## config.mk

```make
export PLATFORM = sky130hd
export DESIGN_NAME = alu_flags
export DESIGN_NICKNAME = d
export VERILOG_FILES = /design/src/rtl/alu_flags_pkg.sv /design/src/rtl/afl_size_view.sv /design/src/rtl/afl_arith_calc.sv /design/src/rtl/afl_ctrl_bit.sv /design/src/rtl/alu_flags.sv
export SDC_FILE = /design/constraint.sdc
export NUM_CORES = 1
export LEC_CHECK = 0
export ABC_AREA = 1
export BUFFER_PORTS_ARGS = -buffer_cell sky130_fd_sc_hd__clkbuf_2
export CORE_MARGIN = 2
export CORE_UTILIZATION = 35
export CTS_CLUSTER_DIAMETER = 30
export CTS_CLUSTER_SIZE = 10
export DETAILED_ROUTE_END_ITERATION = 8
export HOLD_SLACK_MARGIN = 0.12
export PLACE_DENSITY = 0.84
export SYNTH_ARGS = -nofsm -noshare
export SYNTH_HDL_FRONTEND = slang
export SYNTH_SLANG_ARGS = --single-unit
```

## constraint.sdc

```tcl
create_clock -name clk_i -period 1.79 [get_ports clk_i]
set_input_delay 0.2685 -clock clk_i [delete_from_list [all_inputs] [get_ports clk_i]]
set_output_delay 0.2685 -clock clk_i [all_outputs]
set_load 0.03 [all_outputs]
```

## src/rtl/alu_flags_pkg.sv

```systemverilog
package alu_flags_pkg;
  localparam int unsigned BYTE_W = 8;
  localparam int unsigned NIB_W  = 4;
  localparam int unsigned CTRL_N = 3;

  typedef enum logic [1:0] {
    OP_ADD   = 2'b00,
    OP_SUB   = 2'b01,
    OP_LOGIC = 2'b10,
    OP_RSVD  = 2'b11
  } op_class_e;

  typedef struct packed {
    logic cf;
    logic af;
    logic pf;
    logic zf;
    logic sf;
    logic ovf;
  } cond_flags_t;

  typedef enum int unsigned {
    CTL_TRAP = 0,
    CTL_IEN  = 1,
    CTL_DIR  = 2
  } ctrl_idx_e;
endpackage

```

## src/rtl/afl_size_view.sv

```systemverilog
module afl_size_view
  import alu_flags_pkg::*;
#(
  parameter int unsigned DATA_W = 16
) (
  input  logic              word_i,
  input  logic [DATA_W-1:0] opa_i,
  input  logic [DATA_W-1:0] opb_i,
  input  logic [DATA_W-1:0] res_i,
  output logic              sign_a_o,
  output logic              sign_b_o,
  output logic              sign_r_o,
  output logic              zero_o,
  output logic              par_even_o,
  output logic              nib_x_o
);
  localparam int unsigned MSB_W = DATA_W - 1;
  localparam int unsigned MSB_B = BYTE_W - 1;

  logic unused_ops;
  assign unused_ops = ^{opa_i, opb_i};

  assign sign_a_o   = word_i ? opa_i[MSB_W] : opa_i[MSB_B];
  assign sign_b_o   = word_i ? opb_i[MSB_W] : opb_i[MSB_B];
  assign sign_r_o   = word_i ? res_i[MSB_W] : res_i[MSB_B];
  assign zero_o     = word_i ? ~|res_i : ~|res_i[MSB_B:0];
  assign par_even_o = ~^res_i[MSB_B:0];
  // sum bit 4 xor both operand bits 4 = carry (or borrow) into bit 4
  assign nib_x_o    = opa_i[NIB_W] ^ opb_i[NIB_W] ^ res_i[NIB_W];
endmodule

```

## src/rtl/afl_arith_calc.sv

```systemverilog
module afl_arith_calc
  import alu_flags_pkg::*;
(
  input  op_class_e op_i,
  input  logic      carry_i,
  input  logic      sign_a_i,
  input  logic      sign_b_i,
  input  logic      sign_r_i,
  input  logic      nib_x_i,
  output logic      cf_o,
  output logic      af_o,
  output logic      ovf_o,
  output logic      af_upd_o,
  output logic      cond_upd_o
);
  always_comb begin
    cf_o       = 1'b0;
    ovf_o      = 1'b0;
    af_o       = nib_x_i;
    af_upd_o   = 1'b0;
    cond_upd_o = 1'b1;
    unique case (op_i)
      OP_ADD: begin
        cf_o     = carry_i;
        ovf_o    = (sign_a_i == sign_b_i) && (sign_r_i != sign_a_i);
        af_upd_o = 1'b1;
      end
      OP_SUB: begin
        cf_o     = ~carry_i;
        ovf_o    = (sign_a_i != sign_b_i) && (sign_r_i != sign_a_i);
        af_upd_o = 1'b1;
      end
      OP_LOGIC: ;
      default: cond_upd_o = 1'b0;
    endcase
  end
endmodule

```

## src/rtl/afl_ctrl_bit.sv

```systemverilog
module afl_ctrl_bit (
  input  logic clk_i,
  input  logic rst_ni,
  input  logic set_i,
  input  logic clr_i,
  output logic q_o
);
  always_ff @(posedge clk_i or negedge rst_ni) begin
    if (!rst_ni)    q_o <= 1'b0;
    else if (clr_i) q_o <= 1'b0;
    else if (set_i) q_o <= 1'b1;
  end
endmodule

```

## src/rtl/alu_flags.sv

```systemverilog
module alu_flags
  import alu_flags_pkg::*;
#(
  parameter int unsigned DATA_W = 16
) (
  input  logic              clk_i,
  input  logic              rst_ni,
  input  logic              wr_en_i,
  input  logic [1:0]        op_class_i,
  input  logic              word_i,
  input  logic [DATA_W-1:0] opa_i,
  input  logic [DATA_W-1:0] opb_i,
  input  logic [DATA_W-1:0] res_i,
  input  logic              carry_i,
  input  logic              tf_set_i,
  input  logic              tf_clr_i,
  input  logic              if_set_i,
  input  logic              if_clr_i,
  input  logic              df_set_i,
  input  logic              df_clr_i,
  output logic              cf_o,
  output logic              af_o,
  output logic              pf_o,
  output logic              zf_o,
  output logic              sf_o,
  output logic              of_o,
  output logic              tf_o,
  output logic              if_o,
  output logic              df_o
);
  op_class_e   op;
  logic        sign_a, sign_b, sign_r, zero, par_even, nib_x;
  logic        cf_n, af_n, ovf_n, af_upd, cond_upd;
  cond_flags_t cond_q;
  logic [CTRL_N-1:0] ctl_set, ctl_clr, ctl_q;

  assign op = op_class_e'(op_class_i);

  afl_size_view #(.DATA_W(DATA_W)) u_view (
    .word_i    (word_i),
    .opa_i     (opa_i),
    .opb_i     (opb_i),
    .res_i     (res_i),
    .sign_a_o  (sign_a),
    .sign_b_o  (sign_b),
    .sign_r_o  (sign_r),
    .zero_o    (zero),
    .par_even_o(par_even),
    .nib_x_o   (nib_x)
  );

  afl_arith_calc u_arith (
    .op_i      (op),
    .carry_i   (carry_i),
    .sign_a_i  (sign_a),
    .sign_b_i  (sign_b),
    .sign_r_i  (sign_r),
    .nib_x_i   (nib_x),
    .cf_o      (cf_n),
    .af_o      (af_n),
    .ovf_o     (ovf_n),
    .af_upd_o  (af_upd),
    .cond_upd_o(cond_upd)
  );

  always_ff @(posedge clk_i or negedge rst_ni) begin
    if (!rst_ni) begin
      cond_q <= '0;
    end else if (wr_en_i && cond_upd) begin
      cond_q.cf  <= cf_n;
      cond_q.pf  <= par_even;
      cond_q.zf  <= zero;
      cond_q.sf  <= sign_r;
      cond_q.ovf <= ovf_n;
      if (af_upd) cond_q.af <= af_n;
    end
  end

  assign ctl_set[CTL_TRAP] = tf_set_i;
  assign ctl_clr[CTL_TRAP] = tf_clr_i;
  assign ctl_set[CTL_IEN]  = if_set_i;
  assign ctl_clr[CTL_IEN]  = if_clr_i;
  assign ctl_set[CTL_DIR]  = df_set_i;
  assign ctl_clr[CTL_DIR]  = df_clr_i;

  for (genvar g = 0; g < CTRL_N; g++) begin : g_ctrl
    afl_ctrl_bit u_bit (
      .clk_i (clk_i),
      .rst_ni(rst_ni),
      .set_i (ctl_set[g]),
      .clr_i (ctl_clr[g]),
      .q_o   (ctl_q[g])
    );
  end

  assign cf_o = cond_q.cf;
  assign af_o = cond_q.af;
  assign pf_o = cond_q.pf;
  assign zf_o = cond_q.zf;
  assign sf_o = cond_q.sf;
  assign of_o = cond_q.ovf;
  assign tf_o = ctl_q[CTL_TRAP];
  assign if_o = ctl_q[CTL_IEN];
  assign df_o = ctl_q[CTL_DIR];
endmodule

```

# ---- Word level (Yosys, flattened, before mapping)
# Index checks and enable logic that the tools add are counted.
# W data, S select, Z words.
dict set report word_totals {
  register_bits 9
  word_cells 46
  out_inout_bits 9
}
dict set report classes {
  reduce_logical 15
  bitwise 3
  eq_ne 5
  n_mux 14
}
# operator n
set op_table {}
lappend op_table {{$reduce_or A16 Y1} 1}
lappend op_table {{$mux W1} 12}
lappend op_table {{$reduce_or A8 Y1} 1}
lappend op_table {{$reduce_xnor A8 Y1} 1}
lappend op_table {{$reduce_bool A2 Y1} 3}
lappend op_table {{$pmux W1 S2} 2}
lappend op_table {{$logic_and A1 B1 Y1} 3}
lappend op_table {{$reduce_or A3 Y1} 1}
lappend op_table {{$eq A2 B1 Y1 const B} 1}
lappend op_table {{$eq A2 B2 Y1 const B} 1}
lappend op_table {{$logic_not A1 Y1} 2}
lappend op_table {{$logic_not A2 Y1} 1}
lappend op_table {{$ne A1 B1 Y1} 2}
lappend op_table {{$reduce_and A2 Y1} 1}
lappend op_table {{$reduce_or A2 Y1} 1}
lappend op_table {{$xor A1 B1 Y1} 2}
lappend op_table {{$eq A1 B1 Y1} 1}
lappend op_table {{$not A1 Y1} 1}

# ---- Longest topological paths before layout
# Gate-level depths: netlist of run 1.
dict set report depth {
  depth_word 5
  mapped_depth 8
}

# ---- Hierarchy
# Synthesis of run 1 repeated with hierarchy kept, for this count alone.
dict set report hier_totals {
  cells_unflattened 92
  hier_area_um2 634.4
}
# mod instances cells_each area_per_inst_um2
set modules_own_cells {}
lappend modules_own_cells {alu_flags 1 28 245.2}
lappend modules_own_cells {afl_size_view 1 38 206.4}
lappend modules_own_cells {afl_ctrl_bit 3 3 32.5}
lappend modules_own_cells {afl_arith_calc 1 17 85.1}

# ---- Worst setup path after synthesis of run 1
# No wires, ideal clock.
dict set report synth_path {
  path_type {input to register}
  start {in res_i[6]}
  end {reg cond_q (netlist bit pf_o)}
  path_slack_ns 0.745
  setup_time_ns 0.121
  path_buffers 0
  t_arrival_ns 0.923
  stages 6
  path_cell_list {inv_1 ha_1 xnor2_1 nand2_1 nand2_1 o21ai_1}
}
dict set report synth_between {
  elab_chain_len 1
}
# item line
set synth_rtl {}
lappend synth_rtl {{start, declared} alu_flags.sv:13} ;# input logic [DATA_W-1:0] res_i,
lappend synth_rtl {{$reduce_xnor A8 Y1} afl_size_view.sv:27} ;# assign par_even_o = ~^res_i[MSB_B:0];
lappend synth_rtl {{end, declared} alu_flags.sv:34} ;# cond_flags_t cond_q;
# No other way between the ends.
# A chain may end at the register's enable or synchronous reset.

# ---- Worst setup path in the final report of run 1
dict set report layout_path {
  start {reg cond_q (netlist bit pf_o)}
  end {out pf_o}
}
# item line
set layout_rtl {}
lappend layout_rtl {{end, declared} alu_flags.sv:23} ;# output logic pf_o,
# No word-level cell between the ends.

==> results of run 1 <==
per-stage QoR:
step,utilization,power (mW),setup slack [ns],cell area [um2]
after floorplan,-,0.3647,0.7453,595.6
after global placement,0.5329,0.4400,0.6087,830.8
after detailed placement,0.5329,0.4511,0.5557,830.8
after CTS,0.5562,0.6088,0.6723,867.1
after global routing,0.5562,0.6405,0.6558,867.1
final,0.5562,0.6000,0.6816,867.1
cell type report:
type / count / share of cell area
Sequential cell: 9 / 0.2597
Clock buffer: 4 / 0.03030
Tap cell: 16 / 0.02309
Timing Repair Buffer: 44 / 0.2597
Multi-Input combinational cell: 61 / 0.3622
Inverter: 15 / 0.06494
state kept, by name (all words and copies together), names as in the netlist:
name,flops
g_ctrl.u_bit.q_o,3
af_o,1
cf_o,1
of_o,1
pf_o,1
sf_o,1
zf_o,1
cells by family after synthesis:
logic type      count (synthesis)
simple gates                   48
buf+inv                        15
flops                           9
compound gates                  5
xor+xnor                        4
fa+ha+maj                       4
worst register-to-register path: cells and delay by family, from the launching register on:
kind	cells	cell delay (ns)
AO/OA/AOI/OAI	1	0.05
flip-flops	1	0.39
AND/OR/NAND/NOR	1	0.11
power breakdown:
part / switching [mW] / internal, mW / leakage (nW)
clock network: 0.0684 / 0.0857 / 0.0150
logic: 0.124 / 0.0808 / 0.426
registers: 0.0142 / 0.227 / 0.113
total: 0.207 / 0.393 / 0.555
synth_stat cells (all sizes together):
cell,count,area (um2)
nand4,2,12.51
xnor2,3,26.28
nand2,28,107.6
xor2,1,8.760
nand3,3,15.01
ha,4,50.05
inv,15,56.31
a21oi,1,16.27
a31oi,1,6.260
o21ai,3,15.01
nor2,15,56.30
dfrtp,9,225.2
metal layers:
| layer | global-route usage | part of all wire |
|---|---|---|
| met4 | 0.1412 | 0.035 |
| met1 | 0.1671 | 0.40 |
| met2 | 0.3057 | 0.51 |
| met3 | 0.02400 | 0.055 |
| met5 | 0 | 0 |
worst paths after layout:
path | endpoint | slack (ns) | cells after the start
max | pf_o | 0.68 | 1
max reg2reg | sf_o | 1.11 | 2
max in group asynchronous | g_ctrl[0].u_bit.q_o | 1.21 | 2
min in group asynchronous | zf_o | 0.39 | 2
min | g_ctrl[2].u_bit.q_o | 0.16 | 2
min reg2reg | of_o | 0.49 | 2
==> impl_metrics.ini, run 1 <==
[finish]
multi_input_comb_area_um2 = 314.1
finalNonFillerCells = 149
seq_area_um2 = 225.2
fillers = 168
area_growth_pct = 45.59
layout_commonest_cell = clkbuf_2
final_cell_mix = clkbuf_2, nand2_1, nor2_1
diodes = 0
fin_nets = 199
drive_above_1_share = 0.3759

[grt]
grt_pass1_vias = 638
grt_pass1_wl_um = 2408
antenna_found_initial = 0
grt_max_degree = 10
grt_overflow_total = 0
grt_use_total = 0.1692

[clock_network]
clk_path_buf_depth = 2
cts_setup_buffers = 0
clock_sinks = 9
cts-buffers-inserted = 3
postCtsHoldBufs = 1
cts_tree = yes
clock_latency_ns = 0.26
clkTransAtPathRegs_ns = 0.06
root_buffer = clkbuf_4
htreeDepth = 1
cts_resized = 0

[die]
ioPinCount = 70
coreArea_mm2 = 0.001559
die_area_mm2 = 0.002048
die_w_um = 45.25
die_h_um = 45.25
num_rows = 14
start_util = 0.3820

[place]
gp_congestion = 0.8341
dp_hpwl_um = 1292
dp_cells = 144
io_buffers = 43

[yosys]
seq_area_frac_synth = 0.3782
netlist_area_um2 = 595.6
synthMuxAreaShare = 0
syn_avg_cell_area_um2 = 7.007
synthAdderAreaFrac = 0.08403
yosysWarnings = 0
synthSimpleGateAreaFrac = 0.3214
ys_seq_elements = 9
syn_nets = 150
synth.distinct_cells = 14
synth_cells = 85
synth_compound_area_frac = 0.06303
synth_top_family_by_area = simple AND/OR/NAND/NOR gates
synthXorXnorAreaFrac = 0.05882

[timing]
maxSlewHeadroom = 0.8579
final.min_clock_period_ns = 1.108
fin_setup_tns_ns = 0
fmax_mhz = 902.2
drv_slew = 0
period_share = 0.6192
hold_viol_final = 0
tightest_slew_ns = 0.2131
finClkSkew_ns = 0
holdWs_ns = 0.1553
setup_viol = 0
grt_setup_unrepaired = false

[critical_path]
crit_path_start_kind = flip-flop
critPathKind = reg -> out
r2r-start = sf_o
worst-path-max-fanout = 2
cp-end-kind = output port
crit_slowest_cell = dfrtp_1
required_ns = 1.52
path_buf_inv = 1
cp_top_family = flip-flops
crit_chain = clkbuf_2
arrival_ns = 0.84
critPathMaxStageDelay_ns = 0.39
cp-startpoint = pf_o

[pwr]
ir_drop_mv = 0.3198
p_per_area_mw_per_mm2 = 692.0
power.leakage_nw = 0.5545

[routing]
ant_nets = 0
vias = 685
totalWireLength_um = 1420
first_iter_violations = 11
drcViolationCount = 0
vias_per_cell = 4.597
routedWlPerCell_um = 9.530
firstDrtPassIters = 3

[worst_hold_path]
hp-start = df_clr_i
hold_class = in -> reg

[run]
max_cap_viol_count = 0

[outcome]
status = completed
Power figures use the tool's default switching activity.
==> run 2: changes to the inputs <==
- CORE_UTILIZATION: 35 -> 29
- PLACE_DENSITY: 0.84 -> 0.75
- clock period: 1.79 -> 1 ns (I/O delays scaled with it)
==> run 2 against run 1 <==
  * Wire length grew 8.8%
  * Via count grew 2.5%
  * Global-route usage shrank 2.7 points
  * Final area grew 13%
  * First-iteration DRC count shrank 45%
==> impl_metrics.ini, run 2 (same netlist as run 1, synthesis figures left out) <==
[critical_path]
rr_endpoint = of_o
reg2reg_depth = 3
cp-end-kind = output port
worst-path-max-fanout = 2
path_buf_inv = 1
crit_slowest_cell = dfrtp_1
arrival_ns = 0.82
crit_chain = buf_2
crit_path_start_kind = flip-flop
r2r-start = of_o
path_depth = 1
critPathKind = reg -> out
r2r_slack_ns = 0.28
cp_top_family = flip-flops
critPathMaxStageDelay_ns = 0.38
required_ns = 0.85

[pwr]
ir_drop_mv = 0.4970
power.leakage_nw = 0.6009
total_power_mw = 1.122
p_per_area_mw_per_mm2 = 1146

[timing]
setup_viol = 0
drv_slew = 0
period_share = 0.9689
finClkSkew_ns = 0
hold_viol_final = 0
grt_setup_unrepaired = false
fin_setup_tns_ns = 0
final.min_clock_period_ns = 0.9689
tightest_slew_ns = 0.2237
fmax_mhz = 1032
holdWs_ns = 0.1563
maxSlewHeadroom = 0.8509

[clock_network]
clkTransAtPathRegs_ns = 0.07
htreeDepth = 1
clock_latency_ns = 0.26
cts_tree = yes
clk_path_buf_depth = 2
clock_sinks = 9
root_buffer = clkbuf_4
cts-buffers-inserted = 3

[routing]
drcViolationCount = 0
vias = 702
routedWlPerCell_um = 9.142
firstDrtPassIters = 4
ant_nets = 0
vias_per_cell = 4.154
totalWireLength_um = 1545
first_iter_violations = 6

[worst_hold_path]
hold_class = in -> reg
hp-start = res_i[15]
whs_path_depth = 3
worst_hold_path.endpoint = sf_o

[place]
dp_hpwl_um = 1263
gp_congestion = 0.7511
io_buffers = 43

[grt]
grt_overflow_total = 0
grt_pass1_vias = 725
grt_pass1_wl_um = 2677
grt_max_degree = 10
antenna_found_initial = 0
grt_use_total = 0.1424

[finish]
drive_above_1_share = 0.3803
diodes = 0
top_register = g_ctrl.u_bit.q_o
layout_commonest_cell = clkbuf_2
fin_nets = 208
final_core_util = 0.5039
area_growth_pct = 64.29
largest_reg_flops = 3
final_cell_mix = clkbuf_2, nand2_1, nor2_1

[die]
die_h_um = 49.32
coreArea_mm2 = 0.001942
die_w_um = 49.32
ioPinCount = 70
start_util = 0.3067
die_area_mm2 = 0.002432
num_rows = 16

[outcome]
status = completed

[run]
max_cap_viol_count = 0
==> run 2: worst max path at each step <==
| stage | from | endpoint |
|---|---|---|
| after floorplan | res_i[6] | pf_o |
| after global placement | res_i[7] | pf_o |
| after detailed placement | res_i[0] | pf_o |
| after CTS | cf_o | cf_o |
| after global routing | sf_o | sf_o |
| final | pf_o | pf_o |
==> run 2: per-stage QoR <==
stage / instance area [um2] / instances / worst slack [ns]
3_3_place_gp: 859.6 / 157 / -0.05720
4_1_cts: 957.2 / 168 / 0.001452
2_1_floorplan: 595.6 / 85 / 0.07381
6_report: 978.4 / 169 / 0.03110
5_1_grt: 978.4 / 169 / 0.0002356
3_5_place_dp: 859.6 / 157 / -0.08073
==> run 2: what timing repair did <==
action                                 in CTS  in global routing
hold buffers                                7                  0
endpoints found under the hold margin      12                  0
setup buffers                               0                  1
setup endpoints to repair                   0                  8
resized for setup                           0                 17
==> run 2: final cells by class <==
cell class	count	area, um2
Timing Repair Buffer	53	321.6
Sequential cell	9	225.2
Tap cell	27	33.78
Clock buffer	3	22.52
Multi-Input combinational cell	61	314.1
Clock inverter	1	5.005
Fill cell	196	963.4
Inverter	15	56.30
==> run 2: report_power, final <==
part	switching, mW	internal, mW	total [mW]
Combinational	0.231	0.182	0.413
Sequential	0.0219	0.405	0.427
Clock	0.134	0.148	0.282
==> run 2: metal layers <==
| layer | global-route usage | routed length (um) |
|---|---|---|
| met1 | 0.1415 | 604 |
| met2 | 0.2770 | 842 |
| met3 | 0.01227 | 87 |
| met4 | 0.09048 | 10 |
| met5 | 0 | 0 |
